==> src/rtl/alu_pkg.sv <==
package alu_pkg;
  localparam int unsigned DATA_W = 32;
  localparam int unsigned OP_W   = 5;

  typedef enum logic [OP_W-1:0] {
    OP_ADD  = 5'd0,
    OP_ADDU = 5'd1,
    OP_SUB  = 5'd2,
    OP_SUBU = 5'd3,
    OP_AND  = 5'd4,
    OP_OR   = 5'd5,
    OP_XOR  = 5'd6,
    OP_NOR  = 5'd7,
    OP_SLT  = 5'd8,
    OP_SLTU = 5'd9,
    OP_SLL  = 5'd10,
    OP_SRL  = 5'd11,
    OP_SRA  = 5'd12,
    OP_SLLV = 5'd13,
    OP_SRLV = 5'd14,
    OP_SRAV = 5'd15,
    OP_LUI  = 5'd16
  } alu_op_e;

  typedef enum logic [1:0] {
    LG_AND = 2'd0,
    LG_OR  = 2'd1,
    LG_XOR = 2'd2,
    LG_NOR = 2'd3
  } logic_sel_e;
endpackage

==> src/rtl/alu_addsub.sv <==
module alu_addsub #(
  parameter int unsigned WIDTH = 32
) (
  input  logic [WIDTH-1:0] a_i,
  input  logic [WIDTH-1:0] b_i,
  input  logic             sub_i,
  output logic [WIDTH-1:0] sum_o,
  output logic             carry_o,
  output logic             ovf_o
);
  logic [WIDTH-1:0] b_eff;
  logic [WIDTH:0]   full;

  assign b_eff   = b_i ^ {WIDTH{sub_i}};
  assign full    = {1'b0, a_i} + {1'b0, b_eff} + {{WIDTH{1'b0}}, sub_i};
  assign sum_o   = full[WIDTH-1:0];
  assign carry_o = full[WIDTH];
  // operands of the effective add agree in sign, result sign differs
  assign ovf_o   = (a_i[WIDTH-1] == b_eff[WIDTH-1]) && (sum_o[WIDTH-1] != a_i[WIDTH-1]);
endmodule

==> src/rtl/alu_logic.sv <==
module alu_logic
  import alu_pkg::*;
#(
  parameter int unsigned WIDTH = 32
) (
  input  logic [WIDTH-1:0] a_i,
  input  logic [WIDTH-1:0] b_i,
  input  logic_sel_e       sel_i,
  output logic [WIDTH-1:0] y_o
);
  always_comb begin
    unique case (sel_i)
      LG_AND:  y_o = a_i & b_i;
      LG_OR:   y_o = a_i | b_i;
      LG_XOR:  y_o = a_i ^ b_i;
      default: y_o = ~(a_i | b_i);
    endcase
  end
endmodule

==> src/rtl/alu_shifter.sv <==
module alu_shifter #(
  parameter int unsigned WIDTH = 32,
  localparam int unsigned AMT_W = $clog2(WIDTH)
) (
  input  logic [WIDTH-1:0] data_i,
  input  logic [AMT_W-1:0] amt_i,
  input  logic             right_i,
  input  logic             arith_i,
  output logic [WIDTH-1:0] y_o
);
  logic [WIDTH-1:0] rev_in;
  logic [WIDTH-1:0] rev_out;
  logic [WIDTH-1:0] stage [AMT_W+1];
  logic             fill;

  // left shifts reuse the right shifter on a bit-reversed word
  for (genvar i = 0; i < WIDTH; i++) begin : g_rev
    assign rev_in[i]  = data_i[WIDTH-1-i];
    assign rev_out[i] = stage[AMT_W][WIDTH-1-i];
  end

  assign fill     = right_i & arith_i & data_i[WIDTH-1];
  assign stage[0] = right_i ? data_i : rev_in;

  for (genvar s = 0; s < AMT_W; s++) begin : g_stage
    localparam int unsigned STEP = 1 << s;
    assign stage[s+1] = amt_i[s]
      ? {{STEP{fill}}, stage[s][WIDTH-1:STEP]}
      : stage[s];
  end

  assign y_o = right_i ? stage[AMT_W] : rev_out;
endmodule

==> src/rtl/alu_core.sv <==
module alu_core
  import alu_pkg::*;
(
  input  logic [31:0] opa_i,
  input  logic [31:0] opb_i,
  input  logic [4:0]  shamt_i,
  input  logic [4:0]  op_i,
  output logic [31:0] res_o,
  output logic        ovf_o
);
  localparam int unsigned W     = DATA_W;
  localparam int unsigned AMT_W = $clog2(W);
  localparam int unsigned HALF  = W / 2;

  alu_op_e    op;
  logic       sub;
  logic       trap;
  logic [W-1:0] sum;
  logic       carry;
  logic       add_ovf;
  logic [W-1:0] lg_y;
  logic_sel_e lg_sel;
  logic [W-1:0] sh_y;
  logic [AMT_W-1:0] sh_amt;
  logic       sh_right;
  logic       sh_arith;
  logic       lt_s;
  logic       lt_u;

  assign op = alu_op_e'(op_i);

  assign sub  = (op == OP_SUB) || (op == OP_SUBU) || (op == OP_SLT) || (op == OP_SLTU);
  assign trap = (op == OP_ADD) || (op == OP_SUB);

  alu_addsub #(.WIDTH(W)) u_addsub (
    .a_i    (opa_i),
    .b_i    (opb_i),
    .sub_i  (sub),
    .sum_o  (sum),
    .carry_o(carry),
    .ovf_o  (add_ovf)
  );

  // compares reuse the subtract: signed via sign^ovf, unsigned via borrow
  assign lt_s = sum[W-1] ^ add_ovf;
  assign lt_u = ~carry;

  assign lg_sel = logic_sel_e'(op_i[1:0]);

  alu_logic #(.WIDTH(W)) u_logic (
    .a_i  (opa_i),
    .b_i  (opb_i),
    .sel_i(lg_sel),
    .y_o  (lg_y)
  );

  always_comb begin
    sh_amt   = shamt_i;
    sh_right = 1'b0;
    sh_arith = 1'b0;
    unique case (op)
      OP_SRL:  sh_right = 1'b1;
      OP_SRA:  begin sh_right = 1'b1; sh_arith = 1'b1; end
      OP_SLLV: sh_amt = opa_i[AMT_W-1:0];
      OP_SRLV: begin sh_amt = opa_i[AMT_W-1:0]; sh_right = 1'b1; end
      OP_SRAV: begin sh_amt = opa_i[AMT_W-1:0]; sh_right = 1'b1; sh_arith = 1'b1; end
      default: ;
    endcase
  end

  alu_shifter #(.WIDTH(W)) u_shift (
    .data_i (opb_i),
    .amt_i  (sh_amt),
    .right_i(sh_right),
    .arith_i(sh_arith),
    .y_o    (sh_y)
  );

  always_comb begin
    unique case (op)
      OP_ADD, OP_ADDU, OP_SUB, OP_SUBU:  res_o = sum;
      OP_AND, OP_OR, OP_XOR, OP_NOR:     res_o = lg_y;
      OP_SLT:                            res_o = {{(W-1){1'b0}}, lt_s};
      OP_SLTU:                           res_o = {{(W-1){1'b0}}, lt_u};
      OP_SLL, OP_SRL, OP_SRA,
      OP_SLLV, OP_SRLV, OP_SRAV:         res_o = sh_y;
      OP_LUI:                            res_o = {opb_i[HALF-1:0], {HALF{1'b0}}};
      default:                           res_o = '0;
    endcase
  end

  assign ovf_o = trap & add_ovf;
endmodule

==> config.mk <==
export PLATFORM = sky130hd
export DESIGN_NAME = alu_core
export DESIGN_NICKNAME = d
export VERILOG_FILES = /design/src/rtl/alu_pkg.sv /design/src/rtl/alu_addsub.sv /design/src/rtl/alu_logic.sv /design/src/rtl/alu_shifter.sv /design/src/rtl/alu_core.sv
export SDC_FILE = /design/constraint.sdc
export NUM_CORES = 1
export LEC_CHECK = 0
export CELL_PAD_IN_SITES_DETAIL_PLACEMENT = 0
export CELL_PAD_IN_SITES_GLOBAL_PLACEMENT = 1
export CORE_UTILIZATION = 48
export DETAILED_ROUTE_END_ITERATION = 7
export PLACE_DENSITY_LB_ADDON = 0.12
export SETUP_SLACK_MARGIN = 0.05
export SYNTH_ARGS = -nofsm -noshare
export SYNTH_HDL_FRONTEND = slang
export SYNTH_HIERARCHICAL = 1
export SYNTH_SLANG_ARGS = --single-unit
export TNS_END_PERCENT = 100
==> constraint.sdc <==
create_clock -name vclk -period 11.95
set_clock_uncertainty 0.2 [all_clocks]
set_input_delay 1.7925 -clock vclk [all_inputs]
set_output_delay 1.7925 -clock vclk [all_outputs]
set_load 0.02 [all_outputs]
==> results.sh, run 1 <==
export IMPL_status="completed"
export IMPL_worst_pin_slew_ps=994
export IMPL_place_inst=1472
export IMPL_hold_buffers=0
export IMPL_clock_buffers=0
export IMPL_dieArea_um2=19700
export IMPL_die_w_um=141
export IMPL_stdcell_area_um2=10100
export IMPL_die_y_um=141
export IMPL_drt_pass1_iterations=6
export IMPL_drv_slew=0
export IMPL_syn2layout_area_growth_pct=9.64
export IMPL_synth_seq_area_share=0
export IMPL_cp_arrival_ps=7480
export IMPL_fill_cells=1886
export IMPL_setup_viol=0
export IMPL_critical_path_startpoint_type="input port"
export IMPL_ctsResizeCount=0
export IMPL_globalplace_congestion=1.03
export IMPL_achievable_frequency_mhz=106
export IMPL_nNetsFinal=1410
export IMPL_crit_type="in2out"
export IMPL_drt_total_wl_mm=35.9
export IMPL_drv_cap=0
export IMPL_cp_max_fo=63
export IMPL_start_util=0.491
export IMPL_hold_path_class="in2out"
export IMPL_period_minus_slack_ps=9470
export IMPL_crit_required_ps=9960
export IMPL_period_share=0.793
export IMPL_port_buffer_count=107
export IMPL_placed_area_um2=10100
export IMPL_multi_input_area_um2=8260
export IMPL_internal_power_w=0.000251
export IMPL_grt_first_pass_wirelength_mm=54.4
export IMPL_clock_power_share=0
export IMPL_regArea_um2=0
export IMPL_rsz0062_at_grt="no"
export IMPL_final_antenna_net_count=0
export IMPL_insertedDiodeCount=0
export IMPL_synth_nets=1373
export IMPL_grt_max_degree=79
export IMPL_final_hold_viol_count=0
export IMPL_drive_gt1_frac=0.128
export IMPL_rows=50
export IMPL_swShare=0.583
export IMPL_drt_iter0_drc=1187
export IMPL_hold_ws_ps=4810
export IMPL_p_sw_w=0.000351
export IMPL_seq_cells=0
export IMPL_post_cts_buffers=0
export IMPL_viasPerCell=6.65
export IMPL_core_area_um2=18800
export IMPL_relSlewSlack=0.338
export IMPL_syn_inst=1203
export IMPL_antenna_found_initial=0
export IMPL_syn_avg_cell_area_um2=7.66
export IMPL_num_vias=9796
export IMPL_netlist_cell_type_count=93
export IMPL_dpl_hpwl_mm=27.4
export IMPL_seqPwrFrac=0
export IMPL_netlist_area_um2=9210
export IMPL_grt_pass1_vias=9040
export IMPL_stdcell_count=1472
export IMPL_power_density_nw_per_um2=59.6
export IMPL_combPwrFrac=1.000
export IMPL_routedWlPerCell_um=24.4
export IMPL_vdd_ir_drop_worst_mv=0.0277
export IMPL_grt_ovfl_total=0
export IMPL_drcViolationCount=0
export IMPL_setup_tns_ps=0
export IMPL_yosysWarnings=6
export IMPL_leakage_nw=4.51
export IMPL_num_io_pins=107
export IMPL_worstSetupEndpointType="output pin"
export IMPL_groute_usage_overall=0.358
[metal layers]
layer  global-route usage  vias to the layer above  part of all wire
met5                    0                        -                 0
met4               0.0967                        0             0.031
met3               0.0277                       71             0.077
met2                0.589                      509              0.45
met1                0.499                     4661              0.44
li1                     -                     4555                 -
[cells in the final DEF, fill, tap and decap left out, types with 19 or more instances in the layout]
cell type | Yosys | routed
nor2b_1 | 22 | 22
xor2_1 | 40 | 40
mux2_2 | 36 | 35
a22oi_1 | 30 | 30
o21ai_0 | 76 | 76
mux4_2 | 29 | 29
a32oi_1 | 21 | 21
nor2_1 | 57 | 57
buf_4 | 6 | 23
ha_1 | 95 | 95
o21ai_1 | 39 | 39
inv_1 | 78 | 78
a21o_1 | 26 | 26
nand3_1 | 28 | 28
xnor2_1 | 21 | 21
clkdlybuf4s50_1 | 0 | 105
a21oi_1 | 55 | 54
mux2i_1 | 55 | 55
mux2_4 | 32 | 33
nor3_1 | 22 | 20
a22o_1 | 19 | 19
nand2_1 | 119 | 119
[synth_stat cells, drive strengths merged, types with 11 or more instances]
| cell type | instances | area share |
|---|---|---|
| nand3 | 28 | 0.015 |
| clkbuf | 35 | 0.020 |
| o22ai | 15 | 0.012 |
| a22o | 19 | 0.018 |
| a211oi | 15 | 0.015 |
| o211ai | 11 | 0.0095 |
| nor2b | 27 | 0.022 |
| inv | 79 | 0.032 |
| a22oi | 30 | 0.024 |
| mux2 | 74 | 0.10 |
| nor2 | 60 | 0.025 |
| mux4 | 31 | 0.077 |
| a21oi | 55 | 0.030 |
| buf | 59 | 0.053 |
| a21o | 26 | 0.021 |
| nand2 | 119 | 0.048 |
| xnor2 | 21 | 0.020 |
| nor3 | 24 | 0.014 |
| o21ai | 115 | 0.062 |
| xor2 | 40 | 0.038 |
| ha | 95 | 0.13 |
| mux2i | 56 | 0.062 |
| nand2b | 16 | 0.011 |
| a32oi | 21 | 0.020 |
[cells by family (layout without fill, tap and decap cells)]
group           after synthesis  in the layout  synth area share
compound gates              390            390             0.290
simple gates                320            320             0.173
buf+inv                     175            210             0.106
mux                         161            161             0.242
fa+ha+maj                    96             96             0.131
xor+xnor                     61             61            0.0580
[power by group through the flow]
| stage | registers, W | logic (W) | clock network [W] |
|---|---|---|---|
| 6_report | 0 | 0.000602 | 0 |
| 3_5_place_dp | 0 | 0.000587 | 0 |
| 4_1_cts | 0 | 0.000589 | 0 |
| 3_3_place_gp | 0 | 0.000587 | 0 |
| 5_1_grt | 0 | 0.000642 | 0 |
| 2_1_floorplan | 0 | 0.000409 | 0 |
[metrics by stage]
step,setup slack (ps),utilization,power [W]
after floorplan,4420,-,0.000409
after global placement,2650,0.538,0.000587
after detailed placement,2630,0.538,0.000587
after CTS,2610,0.538,0.000589
after global routing,2220,0.538,0.000642
final,2480,0.538,0.000602
[cell type report]
type | count | area share
multi-input cells | 1028 | 0.818
repair buffers | 130 | 0.124
inverters | 80 | 0.0297
well taps | 234 | 0.0290
[path summary, 6_finish.rpt]
check	cells after the start	end	slack, ps	start
max	16	res_o[26]	2480	op_i[3]
min	7	res_o[0]	4810	op_i[1]
[critical path, stage by stage]
cell and delay (ps):
clkdlybuf4s50_1 450, buf_4 320, nand3b_1 160, nor2b_2 290
mux2_4 840, buf_4 470, mux2_4 350, a221oi_1 620
nand2_1 220, o21ai_0 210, and4_1 230, o21ai_0 190
mux2_2 330, a22oi_1 220, o21ai_0 130, clkdlybuf4s50_1 560
No activity file was read; power rests on OpenSTA's default activity.
==> run 2, diff against run 1 <==
CORE_UTILIZATION = 44   (was 48)
clock period = 9.85 ns   (was 11.95 ns; I/O delays follow)
==> run 2 against run 1 <==
Against the previous run:
- sequential share of layout area stayed put
- utilization fell by 3.8 points
- flip-flop and latch count is the same
- via count up 0.20%
- first-iteration DRC count shrank 13%
- critical endpoint unchanged
- largest cell class unchanged
- largest power group unchanged
- highest routed layer unchanged
==> results.sh, run 2 (synthesis results as in run 1) <==
export IMPL_grt_ovfl_total=0
export IMPL_antenna_found_initial=0
export IMPL_regArea_um2=0
export IMPL_hold_path_class="in2out"
export IMPL_ctsResizeCount=0
export IMPL_final_cell_mix="nand2_1, clkdlybuf4s50_1, ha_1"
export IMPL_hold_depth=4
export IMPL_final_common_cell="nand2_1"
export IMPL_grt_first_pass_wirelength_mm=53.8
export IMPL_hold_buffers=0
export IMPL_drt_total_wl_mm=35.4
export IMPL_drv_cap=0
export IMPL_die_w_um=147
export IMPL_drt_pass1_iterations=6
export IMPL_syn2layout_area_growth_pct=10.6
export IMPL_drive_gt1_frac=0.133
export IMPL_port_buffer_count=107
export IMPL_rsz0062_at_grt="no"
export IMPL_status="completed"
export IMPL_leakage_nw=4.54
export IMPL_critical_path_startpoint_type="input port"
export IMPL_num_io_pins=107
export IMPL_rows=52
export IMPL_period_minus_slack_ps=8550
export IMPL_post_cts_buffers=0
export IMPL_drv_slew=0
export IMPL_relSlewSlack=0.305
export IMPL_vdd_ir_drop_worst_mv=0.0337
export IMPL_cp_max_fo=42
export IMPL_viasPerCell=6.48
export IMPL_seq_cells=0
export IMPL_core_area_um2=20400
export IMPL_drcViolationCount=0
export IMPL_crit_required_ps=8170
export IMPL_globalplace_congestion=1.01
export IMPL_hp_start="op_i[0]"
export IMPL_setup_viol=0
export IMPL_num_vias=9816
export IMPL_dpl_hpwl_mm=27.6
export IMPL_place_inst=1515
export IMPL_nNetsFinal=1417
export IMPL_final_hold_viol_count=0
export IMPL_power_density_nw_per_um2=71.6
export IMPL_cp_arrival_ps=6870
export IMPL_clock_buffers=0
export IMPL_setup_tns_ps=0
export IMPL_die_y_um=147
export IMPL_final_antenna_net_count=0
export IMPL_grt_pass1_vias=8803
export IMPL_start_util=0.452
export IMPL_stdcell_count=1515
export IMPL_worst_pin_slew_ps=1040
export IMPL_grt_max_degree=71
export IMPL_insertedDiodeCount=0
export IMPL_min_to="res_o[0]"
export IMPL_routedWlPerCell_um=23.3
export IMPL_worstSetupEndpointType="output pin"
export IMPL_drt_iter0_drc=1033
export IMPL_total_power_w=0.000729
export IMPL_period_share=0.868
export IMPL_groute_usage_overall=0.320
export IMPL_achievable_frequency_mhz=117
export IMPL_crit_type="in2out"
export IMPL_dieArea_um2=21500
run 2: per-layer routing:
layer | part of all wire | vias to the layer above | GRT usage
met5 | 0 | - | 0
met4 | 0.035 | 0 | 0.0917
met3 | 0.089 | 80 | 0.0376
met2 | 0.44 | 531 | 0.503
met1 | 0.44 | 4641 | 0.456
li1 | - | 4564 | -
run 2: how the worst max path moves through the flow:
stage                  from         to  slack [ps]  cells past startpoint
floorplan           op_i[3]   res_o[0]        2950                     19
global placement    op_i[3]  res_o[25]        1480                     16
detailed placement  op_i[3]   res_o[0]        1420                     18
finish              op_i[3]  res_o[26]        1300                     15
CTS                 op_i[3]   res_o[0]        1400                     18
global route        op_i[3]  res_o[22]        1030                     16
run 2: layout make-up:
cell class	instances	area [um^2]
Inverter	80	300
Fill cell	2064	10200
Timing Repair Buffer	137	1290
Multi-Input combinational cell	1028	8260
Tap cell	270	338
run 2: worst max-delay path, cell delays in order:
cell and delay, ps:
clkdlybuf4s50_1 460, buf_4 330, nand3b_1 160, nor2b_2 300, mux2_2 900, nand2_1 320, o22ai_1 250, a311o_1 350
a32oi_1 150, and4_1 230, o21ai_0 570, mux2_2 280, a22oi_1 80, o21ai_0 300, clkdlybuf4s50_1 670
run 2: report_power, final:
group / switching, W / leakage (nW) / internal (W) / total, W
registers: 0 / 0 / 0 / 0
clock network: 0 / 0 / 0 / 0
logic: 0.000423 / 4.54 / 0.000306 / 0.000729
total: 0.000423 / 4.54 / 0.000306 / 0.000729
run 2: through the flow:
step	setup slack [ps]	hold slack, ps	util	instance area [um^2]
final	1300	3970	0.500	10200
after global routing	1030	4020	0.500	10200
after global placement	1480	3970	0.500	10200
after detailed placement	1420	3980	0.500	10200
after floorplan	2950	2980	-	9210
after CTS	1400	3980	0.500	10200
